<file path="src/rtl/irq_pkg.sv">
package irq_pkg;
  localparam int DW = 8;

  localparam logic [1:0] A_CFG  = 2'd0;
  localparam logic [1:0] A_STAT = 2'd1;
  localparam logic [1:0] A_MASK = 2'd2;

  localparam int B_INT_ERR  = 0;
  localparam int B_FLAG_A   = 1;
  localparam int B_FLAG_B   = 2;
  localparam int B_INT_OT   = 3;
  localparam int B_PIN      = 4;
  localparam int B_EXT_ERR  = 5;
  localparam int B_EXT_OT   = 6;
  localparam int B_DIODE    = 7;

  localparam int C_IEN  = 1;
  localparam int C_SRST = 4;
  localparam int C_PINV = 6;

  localparam logic [DW-1:0] CFG_DEFAULT = 8'h21;
  localparam logic [DW-1:0] W1C_BITS    = 8'hE9;
  localparam logic [DW-1:0] FLAG_BITS   = 8'h06;
  localparam logic [DW-1:0] PIN_BIT     = 8'h10;
endpackage

</file>
<file path="src/rtl/irq_limit_cmp.sv">
module irq_limit_cmp #(
  parameter int W = 8
) (
  input  logic [W-1:0] val_i,
  input  logic [W-1:0] hi_i,
  input  logic [W-1:0] lo_i,
  output logic         viol_o
);
  logic above, below;
  always_comb begin
    above  = $signed(val_i) > $signed(hi_i);
    below  = $signed(val_i) < $signed(lo_i);
    viol_o = above | below;
  end
endmodule

</file>
<file path="src/rtl/irq_event_qual.sv">
module irq_event_qual #(
  parameter int QUAL_CNT = 3
) (
  input  logic clk,
  input  logic rst_n,
  input  logic rearm_i,
  input  logic disarm_i,
  input  logic conv_i,
  input  logic viol_i,
  output logic set_o
);
  localparam int QC = (QUAL_CNT < 2) ? 2 : QUAL_CNT;
  localparam int CW = $clog2(QC);
  localparam logic [CW-1:0] LAST = CW'(QC - 1);

  logic          armed_q;
  logic [CW-1:0] cnt_q;

  always_comb set_o = conv_i && armed_q && viol_i && (cnt_q == LAST);

  always_ff @(posedge clk or negedge rst_n) begin
    if (!rst_n) begin
      armed_q <= 1'b1;
      cnt_q   <= '0;
    end else if (rearm_i) begin
      armed_q <= 1'b1;
      cnt_q   <= '0;
    end else if (disarm_i) begin
      armed_q <= 1'b0;
      cnt_q   <= '0;
    end else if (conv_i) begin
      if (armed_q) begin
        if (!viol_i)            cnt_q <= '0;
        else if (cnt_q != LAST) cnt_q <= cnt_q + 1'b1;
      end else begin
        if (viol_i)             cnt_q <= '0;
        else if (cnt_q == LAST) begin
          armed_q <= 1'b1;
          cnt_q   <= '0;
        end else                cnt_q <= cnt_q + 1'b1;
      end
    end
  end

  p_disarm_r5: assert property (@(posedge clk) disable iff (!rst_n)
    (disarm_i && !rearm_i) |=> !armed_q);
  p_rearm_now_r11: assert property (@(posedge clk) disable iff (!rst_n)
    rearm_i |=> (armed_q && cnt_q == '0));
  p_arm_source_r5: assert property (@(posedge clk) disable iff (!rst_n)
    $rose(armed_q) |-> ($past(rearm_i) || ($past(conv_i) && !$past(viol_i))));
  p_run_reset_r3: assert property (@(posedge clk) disable iff (!rst_n)
    (conv_i && !viol_i && armed_q && !rearm_i && !disarm_i) |=> (cnt_q == '0));
endmodule

</file>
<file path="src/rtl/irq_status_bank.sv">
module irq_status_bank
  import irq_pkg::*;
(
  input  logic          clk,
  input  logic          rst_n,
  input  logic          wr_en_i,
  input  logic [1:0]    addr_i,
  input  logic [DW-1:0] wdata_i,
  input  logic          conv_i,
  input  logic [1:0]    qual_set_i,
  input  logic          int_ot_i,
  input  logic          ext_ot_i,
  input  logic          diode_i,
  input  logic          pin_i,
  output logic [1:0]    disarm_o,
  output logic          soft_rst_o,
  output logic [DW-1:0] rdata_o,
  output logic          irq_n_o
);
  logic [DW-1:0] cfg_q, stat_q, mask_q;
  logic [DW-1:0] stat_eff, clr_vec, set_vec, stat_nxt;
  logic          wr_cfg, wr_stat, wr_mask;

  always_comb begin
    wr_cfg     = wr_en_i && (addr_i == A_CFG);
    wr_stat    = wr_en_i && (addr_i == A_STAT);
    wr_mask    = wr_en_i && (addr_i == A_MASK);
    soft_rst_o = wr_cfg && wdata_i[C_SRST];

    clr_vec = wr_stat ? (wdata_i & W1C_BITS) : '0;
    set_vec = '0;
    set_vec[B_INT_ERR] = qual_set_i[0];
    set_vec[B_EXT_ERR] = qual_set_i[1];
    set_vec[B_INT_OT]  = conv_i && int_ot_i;
    set_vec[B_EXT_OT]  = conv_i && ext_ot_i;
    set_vec[B_DIODE]   = conv_i && diode_i;

    stat_nxt = (stat_q & ~clr_vec) | set_vec;
    if (wr_stat) stat_nxt = (stat_nxt & ~FLAG_BITS) | (wdata_i & FLAG_BITS);
    stat_nxt = stat_nxt & ~PIN_BIT;

    disarm_o[0] = clr_vec[B_INT_ERR] && stat_q[B_INT_ERR];
    disarm_o[1] = clr_vec[B_EXT_ERR] && stat_q[B_EXT_ERR];

    stat_eff        = stat_q;
    stat_eff[B_PIN] = pin_i ^ cfg_q[C_PINV];

    irq_n_o = !(cfg_q[C_IEN] && (|(stat_eff & ~mask_q)));

    case (addr_i)
      A_CFG:   rdata_o = cfg_q;
      A_STAT:  rdata_o = stat_eff;
      A_MASK:  rdata_o = mask_q;
      default: rdata_o = '0;
    endcase
  end

  always_ff @(posedge clk or negedge rst_n) begin
    if (!rst_n) begin
      cfg_q  <= CFG_DEFAULT;
      stat_q <= '0;
      mask_q <= '0;
    end else if (soft_rst_o) begin
      cfg_q  <= CFG_DEFAULT;
      stat_q <= '0;
      mask_q <= '0;
    end else begin
      if (wr_cfg)  cfg_q  <= wdata_i & ~(DW'(1) << C_SRST);
      if (wr_mask) mask_q <= wdata_i;
      stat_q <= stat_nxt;
    end
  end

  p_srst_restore_r11: assert property (@(posedge clk) disable iff (!rst_n)
    soft_rst_o |=> (cfg_q == CFG_DEFAULT && stat_q == '0 && mask_q == '0));
  p_flag_follow_r6: assert property (@(posedge clk) disable iff (!rst_n)
    wr_stat |=> (stat_q[B_FLAG_B:B_FLAG_A] == $past(wdata_i[B_FLAG_B:B_FLAG_A])));
  p_w1c_r4: assert property (@(posedge clk) disable iff (!rst_n)
    (wr_stat && wdata_i[B_INT_OT] && !conv_i) |=> !stat_q[B_INT_OT]);
  p_mask_load_r9: assert property (@(posedge clk) disable iff (!rst_n)
    wr_mask |=> (mask_q == $past(wdata_i)));
  p_temp_rise_r2: assert property (@(posedge clk) disable iff (!rst_n)
    $rose(stat_q[B_INT_ERR]) |-> $past(qual_set_i[0]));
  p_ot_needs_conv_r8: assert property (@(posedge clk) disable iff (!rst_n)
    $rose(stat_q[B_EXT_OT]) |-> $past(conv_i));
  p_irq_gate_r10: assert property (@(posedge clk) disable iff (!rst_n)
    !cfg_q[C_IEN] |-> irq_n_o);

  always_comb begin
    if (rst_n) begin
      a_srst_bit_r11: assert (!cfg_q[C_SRST]);
    end
  end
endmodule

</file>
<file path="src/rtl/irq_status_ctrl.sv">
module irq_status_ctrl
  import irq_pkg::*;
#(
  parameter int QUAL_CNT = 3
) (
  input  logic          clk,
  input  logic          rst_n,
  input  logic          conv_valid,
  input  logic [DW-1:0] int_temp,
  input  logic [DW-1:0] int_hi,
  input  logic [DW-1:0] int_lo,
  input  logic [DW-1:0] ext_temp,
  input  logic [DW-1:0] ext_hi,
  input  logic [DW-1:0] ext_lo,
  input  logic          int_therm,
  input  logic          ext_therm,
  input  logic          diode_fault,
  input  logic          gpi,
  input  logic          reg_wr_en,
  input  logic [1:0]    reg_addr,
  input  logic [DW-1:0] reg_wdata,
  output logic [DW-1:0] reg_rdata,
  output logic          irq_n
);
  localparam int NCH = 2;

  logic [NCH-1:0][DW-1:0] rd_v, hi_v, lo_v;
  logic [NCH-1:0]         viol, qset, disarm;
  logic                   soft_rst;

  always_comb begin
    rd_v[0] = int_temp; hi_v[0] = int_hi; lo_v[0] = int_lo;
    rd_v[1] = ext_temp; hi_v[1] = ext_hi; lo_v[1] = ext_lo;
  end

  for (genvar g = 0; g < NCH; g++) begin : g_ch
    irq_limit_cmp #(.W(DW)) u_cmp (
      .val_i (rd_v[g]),
      .hi_i  (hi_v[g]),
      .lo_i  (lo_v[g]),
      .viol_o(viol[g])
    );
    irq_event_qual #(.QUAL_CNT(QUAL_CNT)) u_qual (
      .clk     (clk),
      .rst_n   (rst_n),
      .rearm_i (soft_rst),
      .disarm_i(disarm[g]),
      .conv_i  (conv_valid),
      .viol_i  (viol[g]),
      .set_o   (qset[g])
    );
  end

  irq_status_bank u_bank (
    .clk       (clk),
    .rst_n     (rst_n),
    .wr_en_i   (reg_wr_en),
    .addr_i    (reg_addr),
    .wdata_i   (reg_wdata),
    .conv_i    (conv_valid),
    .qual_set_i(qset),
    .int_ot_i  (int_therm),
    .ext_ot_i  (ext_therm),
    .diode_i   (diode_fault),
    .pin_i     (gpi),
    .disarm_o  (disarm),
    .soft_rst_o(soft_rst),
    .rdata_o   (reg_rdata),
    .irq_n_o   (irq_n)
  );
endmodule

</file>
<file path="config.mk">
export PLATFORM = sky130hd
export DESIGN_NAME = irq_status_ctrl
export DESIGN_NICKNAME = d
export VERILOG_FILES = /design/src/rtl/irq_pkg.sv /design/src/rtl/irq_limit_cmp.sv /design/src/rtl/irq_event_qual.sv /design/src/rtl/irq_status_bank.sv /design/src/rtl/irq_status_ctrl.sv
export SDC_FILE = /design/constraint.sdc
export NUM_CORES = 1
export LEC_CHECK = 0
export ABC_AREA = 1
export BUFFER_PORTS_ARGS = -buffer_cell sky130_fd_sc_hd__buf_2
export CORE_ASPECT_RATIO = 0.9
export CORE_UTILIZATION = 30
export CTS_BUF_LIST = sky130_fd_sc_hd__clkbuf_16
export DETAILED_ROUTE_END_ITERATION = 8
export GPL_TIMING_DRIVEN = 0
export HOLD_SLACK_MARGIN = 0.05
export PLACE_DENSITY = 0.48
export SKIP_CTS_REPAIR_TIMING = 1
export SYNTH_ARGS = -nofsm -noshare
export SYNTH_HDL_FRONTEND = slang
export SYNTH_SLANG_ARGS = --single-unit
export TNS_END_PERCENT = 1
</file>
<file path="constraint.sdc">
create_clock -name clk -period 3 [get_ports clk]
set_clock_uncertainty 0.1 [all_clocks]
set_input_delay 0.6 -clock clk [delete_from_list [all_inputs] [get_ports clk]]
set_output_delay 0.6 -clock clk [all_outputs]
set_load 0.05 [all_outputs]
</file>
==> results of run 1 <==
==> stage by stage <==
stage | setup WS, ps | hold slack, ps | utilization (%) | total power [mW] | area (sq um)
3_5_place_dp | 615 | 379 | 37.8 | 1.19 | 3090
4_1_cts | 613 | 288 | 38.7 | 1.50 | 3170
2_1_floorplan | 524 | 204 | - | 1.01 | 2580
6_report | 595 | 256 | 38.7 | 1.48 | 3170
3_3_place_gp | 598 | 376 | 37.8 | 1.18 | 3090
5_1_grt | 490 | 314 | 38.7 | 1.61 | 3170
==> registers in the layout (all words and copies together) (netlist names) <==
name and count:
u_bank.cfg_q 7, u_bank.stat_q 7, g_ch.u_qual.armed_q 2, u_bank.mask_q 8, g_ch.u_qual.cnt_q 4
==> layout make-up <==
type,instances,area [sq um]
timing repair buffer,73,365
multi-input combinational,254,1570
tap,115,144
sequential,28,706
clock buffer,3,75.1
buffer,2,10.0
inverter,78,298
fill,898,5010
clock inverter,1,3.75
==> per-layer routing <==
layer  vias up  routed length, um  GRT usage [%]  share of wire, %
met3         2                255           2.33               4.4
met1      1022               3010           19.5                52
met5         -                  0              0                 0
met4         0                 29           1.84              0.50
li1       1314                  -              -                 -
met2        48               2500           21.2                43
==> how the worst max path moves through the flow <==
stage | to | from | slack, ps | cells after the start
floorplan | irq_n | gpi | 520 | 3
global placement | reg_rdata[7] | reg_addr[1] | 600 | 6
detailed placement | reg_rdata[7] | reg_addr[1] | 610 | 6
CTS | reg_rdata[7] | reg_addr[1] | 610 | 6
global route | reg_rdata[7] | reg_addr[1] | 490 | 6
finish | reg_rdata[7] | reg_addr[1] | 590 | 6
==> logic make-up (layout without fill, tap and decap cells) <==
group | after synthesis | count (layout) | share of synthesized area, %
AO/OA/AOI/OAI | 57 | 57 | 12.9
XOR/XNOR | 1 | 1 | 0.340
adder cells (fa/ha/maj) | 36 | 36 | 17.5
buffers and inverters | 80 | 157 | 12.0
flip-flops | 28 | 28 | 27.4
AND/OR/NAND/NOR | 160 | 160 | 29.9
==> cells in the mapped netlist (2+ instances only) <==
master | n | share of area [%]
o21ai_1 | 16 | 3.1
buf_2 | 2 | 0.39
dfrtp_1 | 24 | 23
a21oi_1 | 15 | 2.9
nand3_1 | 19 | 3.7
o22ai_1 | 4 | 0.97
nor2_1 | 12 | 1.7
o211ai_1 | 5 | 1.5
nor2_4 | 3 | 1.3
o21ai_0 | 8 | 1.6
nand2_4 | 3 | 1.3
nor2_8 | 2 | 1.6
o21a_1 | 2 | 0.58
o221ai_1 | 2 | 0.68
inv_1 | 66 | 9.6
nand2_2 | 4 | 0.97
ha_1 | 36 | 18
inv_4 | 2 | 0.49
inv_2 | 10 | 1.5
nand4_1 | 3 | 0.73
o21bai_1 | 2 | 0.58
nand3_2 | 2 | 0.78
nand2_1 | 106 | 15
dfstp_2 | 4 | 4.1
nor2_2 | 3 | 0.73
==> power groups by stage <==
stage,Clock [mW],Sequential (mW),Combinational (mW)
after global routing,0.325,0.562,0.721
after global placement,0,0.555,0.625
after floorplan,0,0.534,0.475
after detailed placement,0,0.553,0.637
after CTS,0.314,0.547,0.641
final,0.300,0.547,0.629
==> results.cfg, run 1 <==
[outcome]
outcome = complete, no violations

[route]
num_vias = 2386
postRouteAntennaNets = 0
first_iter_violations = 53
drt_wl_total_mm = 5.79
drc = 0
post_drt_wl_per_cell_um = 10.5
firstDrtPassIters = 4
vias_per_cell = 4.31

[power]
p_seq_share_pct = 37.1
power_density_nw_per_um2 = 466
switching_share_pct = 39.4
leakagePower_nw = 1.87
power_frac_clock_pct = 20.3
combPwrFrac_pct = 42.6
peakVddDrop_uv = 224
p_switching_mw = 0.582
internal_power_mw = 0.894

[sta]
tightestPinTransition_ps = 638
setup-violations-final = 0
tns_ps = 0
finalCritPeriodShare_pct = 80.2
slew_headroom_pct = 57.5
final_hold_viol_count = 0
fin_crit_ps = 2410
max_freq_mhz = 416
slew_viol_final = 0
rsz0062_at_grt = no

[global_route]
antenna_found_initial = 0
grt-ovfl-total = 0
grt_util_all_layers_pct = 13.4
grt_pass1_vias = 2201
grt_first_pass_wirelength_mm = 9.87
grt_max_degree = 29

[critical_path]
cp_data_arrival_time_ps = 1710
path_cells = buf_2 > inv_1 > nor2_2 > inv_2 > o211ai_1 > buf_2
slowest_delay_ps = 320
cp_slowest_cell = nor2_2
r2r_cells = 9
cp_max_fo = 8
end_kind = output pin
r2r-start = g_ch[0].u_qual.cnt_q[0]
critPathLaunchType = input pin
r2r_end = g_ch[0].u_qual.cnt_q[1]
cpLargestDelayFamily = buffers and inverters
ff2ff_setup_slack_ps = 1670
crit_required_ps = 2300
crit_path_frequent_cell = buf_2
cp.buffers_inverters = 4
critical_path_class = in -> out

[place]
hpwl_mm = 4.82
place_inst = 550
place_congestion = 0.753
io_buffers = 73

[layout]
mostFrequentLayoutCells = 106 x nand2_1, 75 x buf_2, 66 x inv_1
diodes = 0
drive_gt1_share_pct = 26.0
syn_to_final_growth_pct = 23.1
nets = 542
final_common_cell = nand2_1
fin_cells = 554

[cts]
clock_path_buffers = 2
cts_tree = yes
htree_levels = 1
cts_sinks = 28
cts-root-buf = clkbuf_16
cts_made_buffers = 3
cts.clk_slew.worst_paths_ps = 70
clkLatencyLatePin_ps = 260

[logic_synthesis]
yosys.cell_types.count = 32
synth_seq_cells = 28
synthArstFlopShare_pct = 100
netlist_area_sq_um = 2570
synth.avg_cell_area_sq_um = 7.11
synth_edf_count = 0
synthFlopType = dfrtp_1
ys_seq_area_share_pct = 27.4
synthesis.nets = 464
yosysWarnings = 0
synth_cells = 362

[flow_run]
maxCapViolCount = 0

[floorplanning]
die_height_um = 89.9
fp.dieW_um = 99.6
core_area_sq_um = 8180
die-area_sq_um = 8950
fp-row-count = 31
initial_core_util_pct = 31.4
ioPinCount = 75

[hold_path]
hp-class = in -> async
Note: power is estimated with default switching activity, not from simulation.
==> inputs of run 2 (changes only) <==
--- a/config.mk
+++ b/config.mk
@@ -13,7 +13,7 @@
 export DETAILED_ROUTE_END_ITERATION = 8
 export GPL_TIMING_DRIVEN = 0
 export HOLD_SLACK_MARGIN = 0.05
-export PLACE_DENSITY = 0.48
+export PLACE_DENSITY = 0.5
 export SKIP_CTS_REPAIR_TIMING = 1
 export SYNTH_ARGS = -nofsm -noshare
 export SYNTH_HDL_FRONTEND = slang
==> constraint.sdc (replaced) <==
create_clock -name clk -period 2 [get_ports clk]
set_clock_uncertainty 0.1 [all_clocks]
set_input_delay 0.4 -clock clk [delete_from_list [all_inputs] [get_ports clk]]
set_output_delay 0.4 -clock clk [all_outputs]
set_load 0.05 [all_outputs]
==> results.cfg, run 2 (synthesized netlist as in run 1, its figures left out) <==
[route]
vias_per_cell = 4.34
drt_wl_total_mm = 5.77
drc = 0
first_iter_violations = 51
num_vias = 2411
post_drt_wl_per_cell_um = 10.4
postRouteAntennaNets = 0
firstDrtPassIters = 4

[critical_path]
critical_path_class = reg -> out
cp_data_arrival_time_ps = 1540
path_depth = 4
critPathLaunchType = register
r2r_cells = 9
path_cells = xnor2_2 > o22ai_2 > o41ai_4 > buf_6
cp.buffers_inverters = 1
end_kind = output pin
crit_required_ps = 1500
cp_max_fo = 2
r2r-start = g_ch[0].u_qual.cnt_q[0]
critPathLaunch = u_bank.cfg_q[6]
critPathCapture = irq_n
cp_slowest_cell = dfrtp_1
slowest_delay_ps = 410
ff2ff_setup_slack_ps = 650
cpLargestDelayFamily = compound AO/OA/AOI/OAI gates
r2r_end = g_ch[0].u_qual.cnt_q[1]

[outcome]
outcome = complete, but fails checks
violations = setup timing

[layout]
top_register = u_bank.mask_q
drive_gt1_share_pct = 27.0
nets = 544
mostFrequentLayoutCells = 106 x nand2_1, 74 x buf_2, 66 x inv_1
final_common_cell = nand2_1
largest_register_ffs = 8
reg_top3 = u_bank.mask_q: 8 flops, u_bank.cfg_q: 7 flops, u_bank.stat_q: 7 flops
syn_to_final_growth_pct = 26.2
fin_cells = 556
diodes = 0
stdcell_area_sq_um = 3250

[cts]
cts_made_buffers = 3
cts_tree = yes
cts-root-buf = clkbuf_16
htree_levels = 1
cts.clk_slew.worst_paths_ps = 70
clkLatencyLatePin_ps = 260
clock_path_buffers = 2
cts_sinks = 28

[power]
peakVddDrop_uv = 287
p_switching_mw = 0.902
power_density_nw_per_um2 = 738
combPwrFrac_pct = 40.9
power_frac_clock_pct = 25.0
internal_power_mw = 1.49
leakagePower_nw = 1.90
switching_share_pct = 37.7
p_seq_share_pct = 34.0

[sta]
worst_slack_ps = -39.4
rsz0062_at_grt = yes
max_freq_mhz = 490
tns_ps = -39.4
setup-violations-final = 1
slew_headroom_pct = 56.9
fin_crit_ps = 2040
final_hold_viol_count = 0
finalCritPeriodShare_pct = 102
slew_viol_final = 0
tightestPinTransition_ps = 646

[floorplanning]
ioPinCount = 75
die_height_um = 89.9
core_area_sq_um = 8180
fp-row-count = 31
fp.dieW_um = 99.6
die-area_sq_um = 8950
initial_core_util_pct = 31.4

[flow_run]
maxCapViolCount = 0

[place]
hpwl_mm = 4.73
postPlaceCellArea_sq_um = 3100
place_congestion = 0.771
io_buffers = 73
place_inst = 550

[global_route]
grt_max_degree = 29
grt_pass1_vias = 2303
grt-ovfl-total = 0
grt_first_pass_wirelength_mm = 9.92
grt_util_all_layers_pct = 13.4
antenna_found_initial = 0

[hold_path]
hp-class = in -> async
[run 2: area by class of cell]
cell class                      instances  area, sq um
Tap cell                              115          144
Fill cell                             870         4940
Multi-Input combinational cell        254         1600
Clock buffer                            3         75.1
Inverter                               78          298
Clock inverter                          1         30.0
Buffer                                  2         10.0
Timing Repair Buffer                   75          387
Sequential cell                        28          706
[run 2: worst register-to-register path: stages, from the launching register on]
cell     delay, ps
dfrtp_1        400
inv_1          110
ha_1           170
nand2_1         50
inv_1           70
nand2_1         50
nand2_1        100
nand2_1         80
nand2_1         70
nand2_1         50
[run 2: how the worst min path moves through the flow]
stage,end,from
after detailed placement,u_bank.cfg_q[7],rst_n
after floorplan,g_ch[0].u_qual.cnt_q[0],rst_n
after global routing,u_bank.stat_q[6],rst_n
after CTS,u_bank.stat_q[6],rst_n
after global placement,u_bank.cfg_q[7],rst_n
final,u_bank.cfg_q[7],rst_n
[run 2: per-layer routing]
layer	GRT usage [%]	part of all wire (%)	wire [um]	up-vias
met5	0	0	0	-
met4	1.47	0.36	21	0
met3	2.02	5.1	292	4
met2	22.0	44	2540	54
met1	19.2	51	2920	1038
li1	-	-	-	1315
[run 2: stage by stage]
stage	power, mW	hold WS, ps	util (%)	setup WS [ps]
2_1_floorplan	1.53	4.41	-	-53.2
3_3_place_gp	1.78	372	37.9	-38.5
3_5_place_dp	1.79	369	37.9	-63.0
4_1_cts	2.40	80.9	39.2	-111
5_1_grt	2.60	112	39.7	-107
6_report	2.40	51.8	39.7	-39.4
[run 2: power groups by stage]
stage          logic, mW  clock network (mW)  registers (mW)
2_1_floorplan      0.725                   0           0.802
3_3_place_gp       0.949                   0           0.828
3_5_place_dp       0.963                   0           0.825
4_1_cts            0.970               0.613           0.815
5_1_grt             1.13               0.633           0.838
6_report           0.980               0.599           0.816
